$ cat src/rtl/lock_arb_pkg.sv
package lock_arb_pkg;
  localparam int unsigned NUM_REQ    = 3;
  localparam int unsigned LINE_WORDS = 4;

  typedef enum logic [1:0] {
    OWN_MEM   = 2'd0,
    OWN_FETCH = 2'd1,
    OWN_L1    = 2'd2,
    OWN_IDLE  = 2'd3
  } owner_e;

  typedef enum logic [1:0] {
    RSP_NONE = 2'd0,
    RSP_WAIT = 2'd1,
    RSP_OK   = 2'd2
  } rsp_e;
endpackage

$ cat src/rtl/lock_arb_ctrl.sv
module lock_arb_ctrl
  import lock_arb_pkg::*;
#(
  parameter int unsigned DELAY = 3,
  parameter int unsigned CNT_W = 3
) (
  input  logic                        clk,
  input  logic                        rst,
  input  logic [NUM_REQ-1:0]          req_valid,
  output owner_e                      owner_q,
  output logic [CNT_W-1:0]            cnt_q,
  output logic                        commit_en,
  output logic [1:0]                  commit_idx,
  output logic [NUM_REQ-1:0][1:0]     rsp_q
);

  owner_e               pick;
  owner_e               eff_owner;
  owner_e               owner_d;
  logic [CNT_W-1:0]     eff_cnt;
  logic [CNT_W-1:0]     cnt_d;
  logic [NUM_REQ-1:0]   owner_hit;
  logic                 active;
  logic [NUM_REQ-1:0][1:0] rsp_d;

  // fixed priority: lowest index wins, scanned from the top down
  always_comb begin
    pick = OWN_IDLE;
    for (int i = NUM_REQ - 1; i >= 0; i--) begin
      if (req_valid[i]) pick = owner_e'(2'(i));
    end
  end

  always_comb begin
    eff_owner = (owner_q == OWN_IDLE) ? pick : owner_q;
    eff_cnt   = (owner_q == OWN_IDLE) ? CNT_W'(DELAY) : cnt_q;
    for (int i = 0; i < NUM_REQ; i++) begin
      owner_hit[i] = (eff_owner == owner_e'(2'(i)));
    end
    active     = |(owner_hit & req_valid);
    commit_en  = active && (eff_cnt == '0);
    commit_idx = '0;
    for (int i = 0; i < NUM_REQ; i++) begin
      if (owner_hit[i]) commit_idx = 2'(i);
    end

    owner_d = owner_q;
    cnt_d   = cnt_q;
    if (active) begin
      if (eff_cnt == '0) begin
        owner_d = OWN_IDLE;
        cnt_d   = '0;
      end else begin
        owner_d = eff_owner;
        cnt_d   = eff_cnt - 1'b1;
      end
    end

    for (int i = 0; i < NUM_REQ; i++) begin
      if (!req_valid[i])                   rsp_d[i] = RSP_NONE;
      else if (owner_hit[i] && commit_en)  rsp_d[i] = RSP_OK;
      else                                 rsp_d[i] = RSP_WAIT;
    end
  end

  always_ff @(posedge clk) begin
    if (rst) begin
      owner_q <= OWN_IDLE;
      cnt_q   <= '0;
      rsp_q   <= '0;
    end else begin
      owner_q <= owner_d;
      cnt_q   <= cnt_d;
      rsp_q   <= rsp_d;
    end
  end

endmodule

$ cat src/rtl/lock_arb_array.sv
module lock_arb_array
  import lock_arb_pkg::*;
#(
  parameter int unsigned LINES  = 16,
  parameter int unsigned WORD_W = 32,
  parameter int unsigned LINE_W = 4,
  parameter int unsigned ADDR_W = 6
) (
  input  logic                               clk,
  input  logic                               rst,
  input  logic                               wr_en,
  input  logic [ADDR_W-1:0]                  wr_addr,
  input  logic [WORD_W-1:0]                  wr_data,
  input  logic [LINE_W-1:0]                  rd_line,
  output logic [LINE_WORDS-1:0][WORD_W-1:0]  rd_words
);

  logic [LINE_W-1:0] wr_line;
  logic [1:0]        wr_word;

  assign wr_line = wr_addr[ADDR_W-1:2];
  assign wr_word = wr_addr[1:0];

  // one narrow memory per word lane, each with its own write enable
  for (genvar w = 0; w < LINE_WORDS; w++) begin : g_lane
    logic [WORD_W-1:0] lane_mem [LINES];
    logic [WORD_W-1:0] lane_rd_q;

    always_ff @(posedge clk) begin
      if (rst) begin
        for (int l = 0; l < LINES; l++) lane_mem[l] <= '0;
        lane_rd_q <= '0;
      end else begin
        if (wr_en && (wr_word == 2'(w))) lane_mem[wr_line] <= wr_data;
        lane_rd_q <= lane_mem[rd_line];
      end
    end

    assign rd_words[w] = lane_rd_q;
  end

endmodule

$ cat src/rtl/lock_arb_store.sv
module lock_arb_store
  import lock_arb_pkg::*;
#(
  parameter int unsigned LINES  = 16,
  parameter int unsigned WORD_W = 32,
  parameter int unsigned DELAY  = 3,
  localparam int unsigned LINE_W = $clog2(LINES),
  localparam int unsigned ADDR_W = LINE_W + 2,
  localparam int unsigned CNT_W  = $clog2(DELAY + 2)
) (
  input  logic                         clk,
  input  logic                         rst,
  input  logic [2:0]                   req_valid,
  input  logic [2:0][ADDR_W-1:0]       req_addr,
  input  logic [2:0][WORD_W-1:0]       req_data,
  output logic [2:0][1:0]              rsp,
  input  logic [LINE_W-1:0]            dbg_line,
  output logic [3:0][WORD_W-1:0]       dbg_words
);

  owner_e            owner_q;
  logic [CNT_W-1:0]  cnt_q;
  logic              commit_en;
  logic [1:0]        commit_idx;
  logic [ADDR_W-1:0] wr_addr;
  logic [WORD_W-1:0] wr_data;

  lock_arb_ctrl #(
    .DELAY (DELAY),
    .CNT_W (CNT_W)
  ) u_ctrl (
    .clk        (clk),
    .rst        (rst),
    .req_valid  (req_valid),
    .owner_q    (owner_q),
    .cnt_q      (cnt_q),
    .commit_en  (commit_en),
    .commit_idx (commit_idx),
    .rsp_q      (rsp)
  );

  always_comb begin
    wr_addr = req_addr[0];
    wr_data = req_data[0];
    for (int i = 1; i < NUM_REQ; i++) begin
      if (commit_idx == 2'(i)) begin
        wr_addr = req_addr[i];
        wr_data = req_data[i];
      end
    end
  end

  lock_arb_array #(
    .LINES  (LINES),
    .WORD_W (WORD_W),
    .LINE_W (LINE_W),
    .ADDR_W (ADDR_W)
  ) u_array (
    .clk      (clk),
    .rst      (rst),
    .wr_en    (commit_en),
    .wr_addr  (wr_addr),
    .wr_data  (wr_data),
    .rd_line  (dbg_line),
    .rd_words (dbg_words)
  );

endmodule

$ cat config.mk
export PLATFORM = sky130hd
export DESIGN_NAME = lock_arb_store
export DESIGN_NICKNAME = d
export VERILOG_FILES = /design/src/rtl/lock_arb_pkg.sv /design/src/rtl/lock_arb_ctrl.sv /design/src/rtl/lock_arb_array.sv /design/src/rtl/lock_arb_store.sv
export SDC_FILE = /design/constraint.sdc
export NUM_CORES = 2
export LEC_CHECK = 0
export ABC_CLOCK_PERIOD_IN_PS = 13540
export BUFFER_PORTS_ARGS = -buffer_cell sky130_fd_sc_hd__clkbuf_2
export CAP_MARGIN = 20
export CORE_UTILIZATION = 33
export CTS_CLUSTER_SIZE = 25
export DETAILED_ROUTE_END_ITERATION = 8
export PLACE_DENSITY_LB_ADDON = 0.3
export RECOVER_POWER = 25
export SLEW_MARGIN = 20
export SYNTH_ARGS = -nofsm -noshare
export SYNTH_HDL_FRONTEND = slang
export SYNTH_SLANG_ARGS = --single-unit
$ cat constraint.sdc
create_clock -name clk -period 13.54 [get_ports clk]
set_input_delay 0.677 -clock clk [delete_from_list [all_inputs] [get_ports clk]]
set_output_delay 0.677 -clock clk [all_outputs]
set_load 0.03 [all_outputs]
Yosys cells after proc, flatten, opt, wreduce, memory -nomap -nowiden
Memory sizes are Yosys's and may differ from the RTL's. A register that Yosys moved wholly into a read port is not among the register bits.
Cells that the tools add are included.

word-level totals
  register bits = 11
  bits in latches = 0
  RAM bits = 2048
  bits in read-only memories = 0
  bits of input ports = 123
  word-level logic and storage cells = 83
  memories kept = 4

memory list
  memory                      words  width  read ports  clocked after Yosys merged registers in  write ports  line                  source
  u_array.g_lane[0].lane_mem  16     32     1           1                                        16           lock_arb_array.sv:26  logic [WORD_W-1:0] lane_mem [LINES];
  u_array.g_lane[1].lane_mem  16     32     1           1                                        16           lock_arb_array.sv:26
  u_array.g_lane[2].lane_mem  16     32     1           1                                        16           lock_arb_array.sv:26
  u_array.g_lane[3].lane_mem  16     32     1           1                                        16           lock_arb_array.sv:26

operators by class
  add/sub/neg operators = 1
  multiply operators = 0
  divide/modulo/power cells = 0
  $lt $le $gt $ge = 0
  eq/ne operators = 8
  shift-type cells = 0
  multiplexer cells = 42
  bitwise operators = 4
  reductions and logical operators = 19

operators with widths
  kind                 number
  $mux 32              6
  $reduce_or 32->1     4
  $mux 1               20
  $mux 2               8
  $mux 4               4
  $mux 6               2
  $eq 2x2->1 const B   5
  $logic_and 1x1->1    8
  $eq 2x1->1 const B   3
  $mux 3               2
  $reduce_or 2->1      3
  $logic_not 2->1      2
  $and 3x3->3          1
  $logic_not 3->1      1
  $not 1->1            3
  $reduce_or 3->1      1
  $sub 3x1->3 const B  1

Longest topological paths before layout
  word-level depth = 17
  gate-level depth with buffers = 14
  mapped depth without buffers = 9

Cells and area by module
A second synthesis with hierarchy kept.

second synthesis, totals
  cell total of the unflattened synthesis = 7087
  area total of the unflattened synthesis = 98311.8 um^2

by module, submodules not included
  module          times used  cells an instance  area an instance (um^2)  sequential area each (um^2)
  lock_arb_array  1           6896               96423.7                  64061.4
  lock_arb_store  1           127                1302.5                   0.0
  lock_arb_ctrl   1           64                 585.6                    220.2

Worst setup path after synthesis
OpenSTA, ideal clock, no wires.

  path kind = reg-to-reg
  start point = reg u_ctrl.owner_q[1]
  end point = mem u_array.g_lane[2].lane_mem[1][0] (enable)
  setup time = 428 ps
  data arrival time = 4115 ps
  data required time = 13112 ps
  slack = 8997 ps
  cell stages (with the launch flop) = 14
  path buffers = 4
  clock period less this slack = 4543 ps
  cells stage by stage = dfxtp_1 > buf_4 > inv_2 > buf_1 > nor2_1 > or3_1 > inv_1 > ha_1 > nand2b_1 > nor2_1 > clkbuf_1 > nand3_1 > clkbuf_1 > o21bai_1

RTL lines
  element                 line                  source
  from (decl)             lock_arb_ctrl.sv:10   output owner_e owner_q,
  from (signal assigned)  lock_arb_ctrl.sv:72   owner_q <= owner_d;
  to (decl)               lock_arb_array.sv:26

==> results list <==
- The run finished, with violations left.
- The checks that failed: max-capacitance violations, max-slew violations.
- In this run, synthesis inferred 2048 flip-flops with an integrated enable.
- The count of buffers added on input and output ports is 256.
- Of the cells placed in the final design, the portion with a size suffix greater than 1 is 21.0%.
* Largest driver fanout on the critical path: 60
- The floorplan has 195 rows.
- Post-CTS repair changed the size of 0 cells.
- Excluding fillers, the count of instances in the completed layout stands at 10075.
- Congestion Overflow GR: 0
- Endpoints failing setup: 0
* Buffer levels on the longest clock path: 4
- At the later pin of the worst-skew pair, clock insertion delay measures 0.95 ns.
- The worst hold path was traced through 3 stages.
- For this run, the top clock speed supported by timing is 0.107 GHz.
* Endpoint required time on the critical path: 14.25 ns
- Summed over all cells, the static leakage comes to 33.8 nW.
- At the pin with the least slew margin, the transition time is 5.63 ns.
- Syn avg cell area: 15.3 µm²
- In the final routed layout, each cell accounts on average for 31.0 µm.
* Unique masters post-synth: 44
- By instance count, the leading cell after synthesis is edfxtp_1.
* Post-layout worst setup margin: 4.22 ns
- Synthesis inferred 2187 register bits.
- Type of origin of the critical path: flop
- Top Ports: 257
* Number of warnings issued by yosys: 0
- Power spread over the standard cell area amounts to 166 mW/mm².
- Vias per std cell: 5.73
* Synth Net Count: 6253
- Sum of routed wire length over all layers: 312 mm
- Yosys top cell area share: 65.5%
- Placeable core region: 0.283 mm²
- Number of standard cells after synthesis: 6128
- Count of unresolved DRC violations after routing: 0
- Dividing the final minimum period by the clock period gives 68.8%.
* Share of synthesized area occupied by flip-flops and latches: 68.5%
- Detailed-routing iteration count for the pre-antenna-repair pass: 6
- Most area-consuming cells after synthesis: edfxtp_1, mux4_2, nor2_1
* Count of hold-fix buffers inserted at cts: 0
- The critical path in this run is classified as flop to flop.
- RSZ-0062 raised after global routing: false
- Total standard cell area after synthesis: 0.0939 mm²
- Maximum clock skew at final layout: 0.0528 ns
- The worst setup path is captured at a flop.
* Global-route total usage across every layer: 21.5%
* Class of the tightest hold or removal check: input port to flop
- Setup slack, reg-to-reg: 4.22 ns
- Initial antenna violation count: 30
- Number of violations reported at the end of detailed-routing iteration 0: 7233
- Clock tree from TritonCTS: built
- The H-tree was split into 4 levels.
- Worst slew slack as a fraction of its limit: -275%
- Commonest cells in the synthesized netlist: edfxtp_1, nor2_1, nor3_1
- Worst slack at placement: 7.80 ns
- Clock-pin slew was measured on the worst setup and hold paths at 0.06 ns.
* Post-layout minimum cycle time: 9.32 ns
* Maximum VDD drop: 0.163 mV
- Vias in the first global route: 58648
- For this run, the leading register cell type out of synthesis is edfxtp_1.
- Max-cap viol count: 36
* Number of nets at the end of the flow: 6252
- Entering global routing, the biggest net connects 151 pins.
* Layout Area Growth over Synthesis: 13.1%
* Signal arrival time at the worst endpoint: 10.03 ns
* Total number of vias: 57746
- The final-report hold violation count is 0.
* TritonCTS Buffers: 239
- Cell taking the most area after synthesis: edfxtp_1
- Once the clock tree was built, the setup fixing pass inserted 0 buffers.
- # fillers: 26520
* Clock net sink count: 2187
- CTS placed an instance of clkbuf_16 at the clock tree root.
* Effective utilization at floorplan: 33.2%
- The detail route stage leaves a number of antenna-violating nets equal to 0.
- The max-slew violation count came to 1135.
* Weighted congestion at the end of routability-driven global placement: 0.780
- Post-synthesis async set-or-reset flop share: 0%
* Final core utilization: 37.6%
- R2R depth: 12
- Die width: 535 µm
- Global-route wire length before repair: 440 mm
* Area enclosed by the die boundary: 0.287 mm²
- Placed Instances: 9627
* Die Span Y: 535 µm
* Total Negative Setup Slacks: 0 ns
- Half-perimeter wire length after placement: 160 mm
-- sequential cells by signal (all words and copies together), names as in the netlist --
| signal | flops |
|---|---|
| u_array.g_lane.lane_mem | 2048 |
| u_array.g_lane.lane_rd_q | 128 |
| u_ctrl.cnt_q | 3 |
| u_ctrl.owner_q | 2 |
| u_ctrl.rsp_q | 6 |
-- critical path, stage by stage (launching register included) --
cell and delay, ns:
dfxtp_1 0.53, inv_1 0.96, nor2_1 0.20, or3_1 0.40, inv_1 0.08, ha_1 0.18, nand2b_1 0.09, a311oi_1 0.98
clkbuf_1 1.81, nand3_1 2.14, buf_4 0.99, buf_4 0.46, nor3_1 0.25
-- cells in the final DEF (no fill, tap or decap), types with 14 or more instances in the layout --
| master | synthesis | final |
|---|---|---|
| a221o_1 | 38 | 32 |
| a31o_2 | 28 | 28 |
| buf_4 | 2 | 143 |
| bufinv_16 | 0 | 19 |
| clkbuf_1 | 398 | 211 |
| clkbuf_16 | 0 | 240 |
| clkbuf_2 | 0 | 117 |
| clkinv_1 | 0 | 48 |
| clkinv_2 | 0 | 39 |
| clkinvlp_4 | 0 | 14 |
| dfxtp_1 | 139 | 139 |
| diode_2 | 0 | 14 |
| edfxtp_1 | 2048 | 2048 |
| mux4_2 | 640 | 640 |
| nand2_1 | 84 | 80 |
| nand3_1 | 102 | 99 |
| nand4_1 | 48 | 48 |
| nor2_1 | 1292 | 1291 |
| nor2b_1 | 128 | 128 |
| nor3_1 | 770 | 770 |
| o21bai_4 | 0 | 14 |
| o311a_1 | 32 | 32 |
-- per-stage QoR --
stage | power [mW] | hold WS (ns) | cell area [µm²]
2_1_floorplan | 9.73 | 0.440 | 93900
3_5_place_dp | 11.3 | 0.481 | 99000
3_3_place_gp | 11.3 | 0.458 | 99000
5_1_grt | 18.1 | 0.0985 | 106000
4_1_cts | 17.8 | 0.0381 | 107000
6_report | 17.7 | 0.0796 | 106000
-- worst paths after layout --
| kind | to | startpoint |
|---|---|---|
| worst max-delay path | u_array.g_lane[3].lane_mem[6][27] | u_ctrl.owner_q[1] |
| worst min-delay path | u_ctrl.rsp_q[4] | req_valid[2] |
| worst max register to register | u_array.g_lane[3].lane_mem[6][27] | u_ctrl.owner_q[1] |
| worst min register to register | u_ctrl.cnt_q[1] | u_ctrl.cnt_q[1] |
-- logic make-up (layout without fill, tap and decap cells) --
| family | after synthesis | after routing | share of synthesized area (%) |
|---|---|---|---|
| mux | 640 | 640 | 15.4 |
| simple gates | 2446 | 2446 | 11.5 |
| compound gates | 167 | 167 | 1.63 |
| flops | 2187 | 2187 | 68.5 |
| other cells | 0 | 14 | 0 |
| xor+xnor | 1 | 1 | 0.0293 |
| fa+ha+maj | 2 | 2 | 0.0266 |
| buf+inv | 685 | 875 | 3.01 |
-- power by group --
part | switching, mW | internal (mW) | total, mW | leakage (nW)
Sequential | 0.0870 | 7.67 | 7.76 | 22.3
Clock | 2.80 | 3.64 | 6.44 | 3.68
Combinational | 2.83 | 0.635 | 3.47 | 7.79
Total | 5.72 | 11.9 | 17.7 | 33.8
-- layout make-up --
type | count | area, µm² | share of cell area, %
Inverter | 5 | 18.8 | 0.0177
Multi-Input combinational cell | 3256 | 27100 | 25.5
Tap cell | 3743 | 4680 | 4.41
Clock inverter | 142 | 1340 | 1.26
Antenna cell | 14 | 35.0 | 0.0330
Sequential cell | 2187 | 64300 | 60.5
Clock buffer | 290 | 6240 | 5.88
Timing Repair Buffer | 438 | 2520 | 2.38
-- metal layers --
layer  up-vias  GRT usage, %  routed length, µm
met1     30482          28.2             119000
met2      3240          35.1             150000
met3       554          4.15              29900
li1      23468             -                  -
met4         2          8.58              13100
met5         -             0                 13
Note: power is estimated with default switching activity, not from simulation.
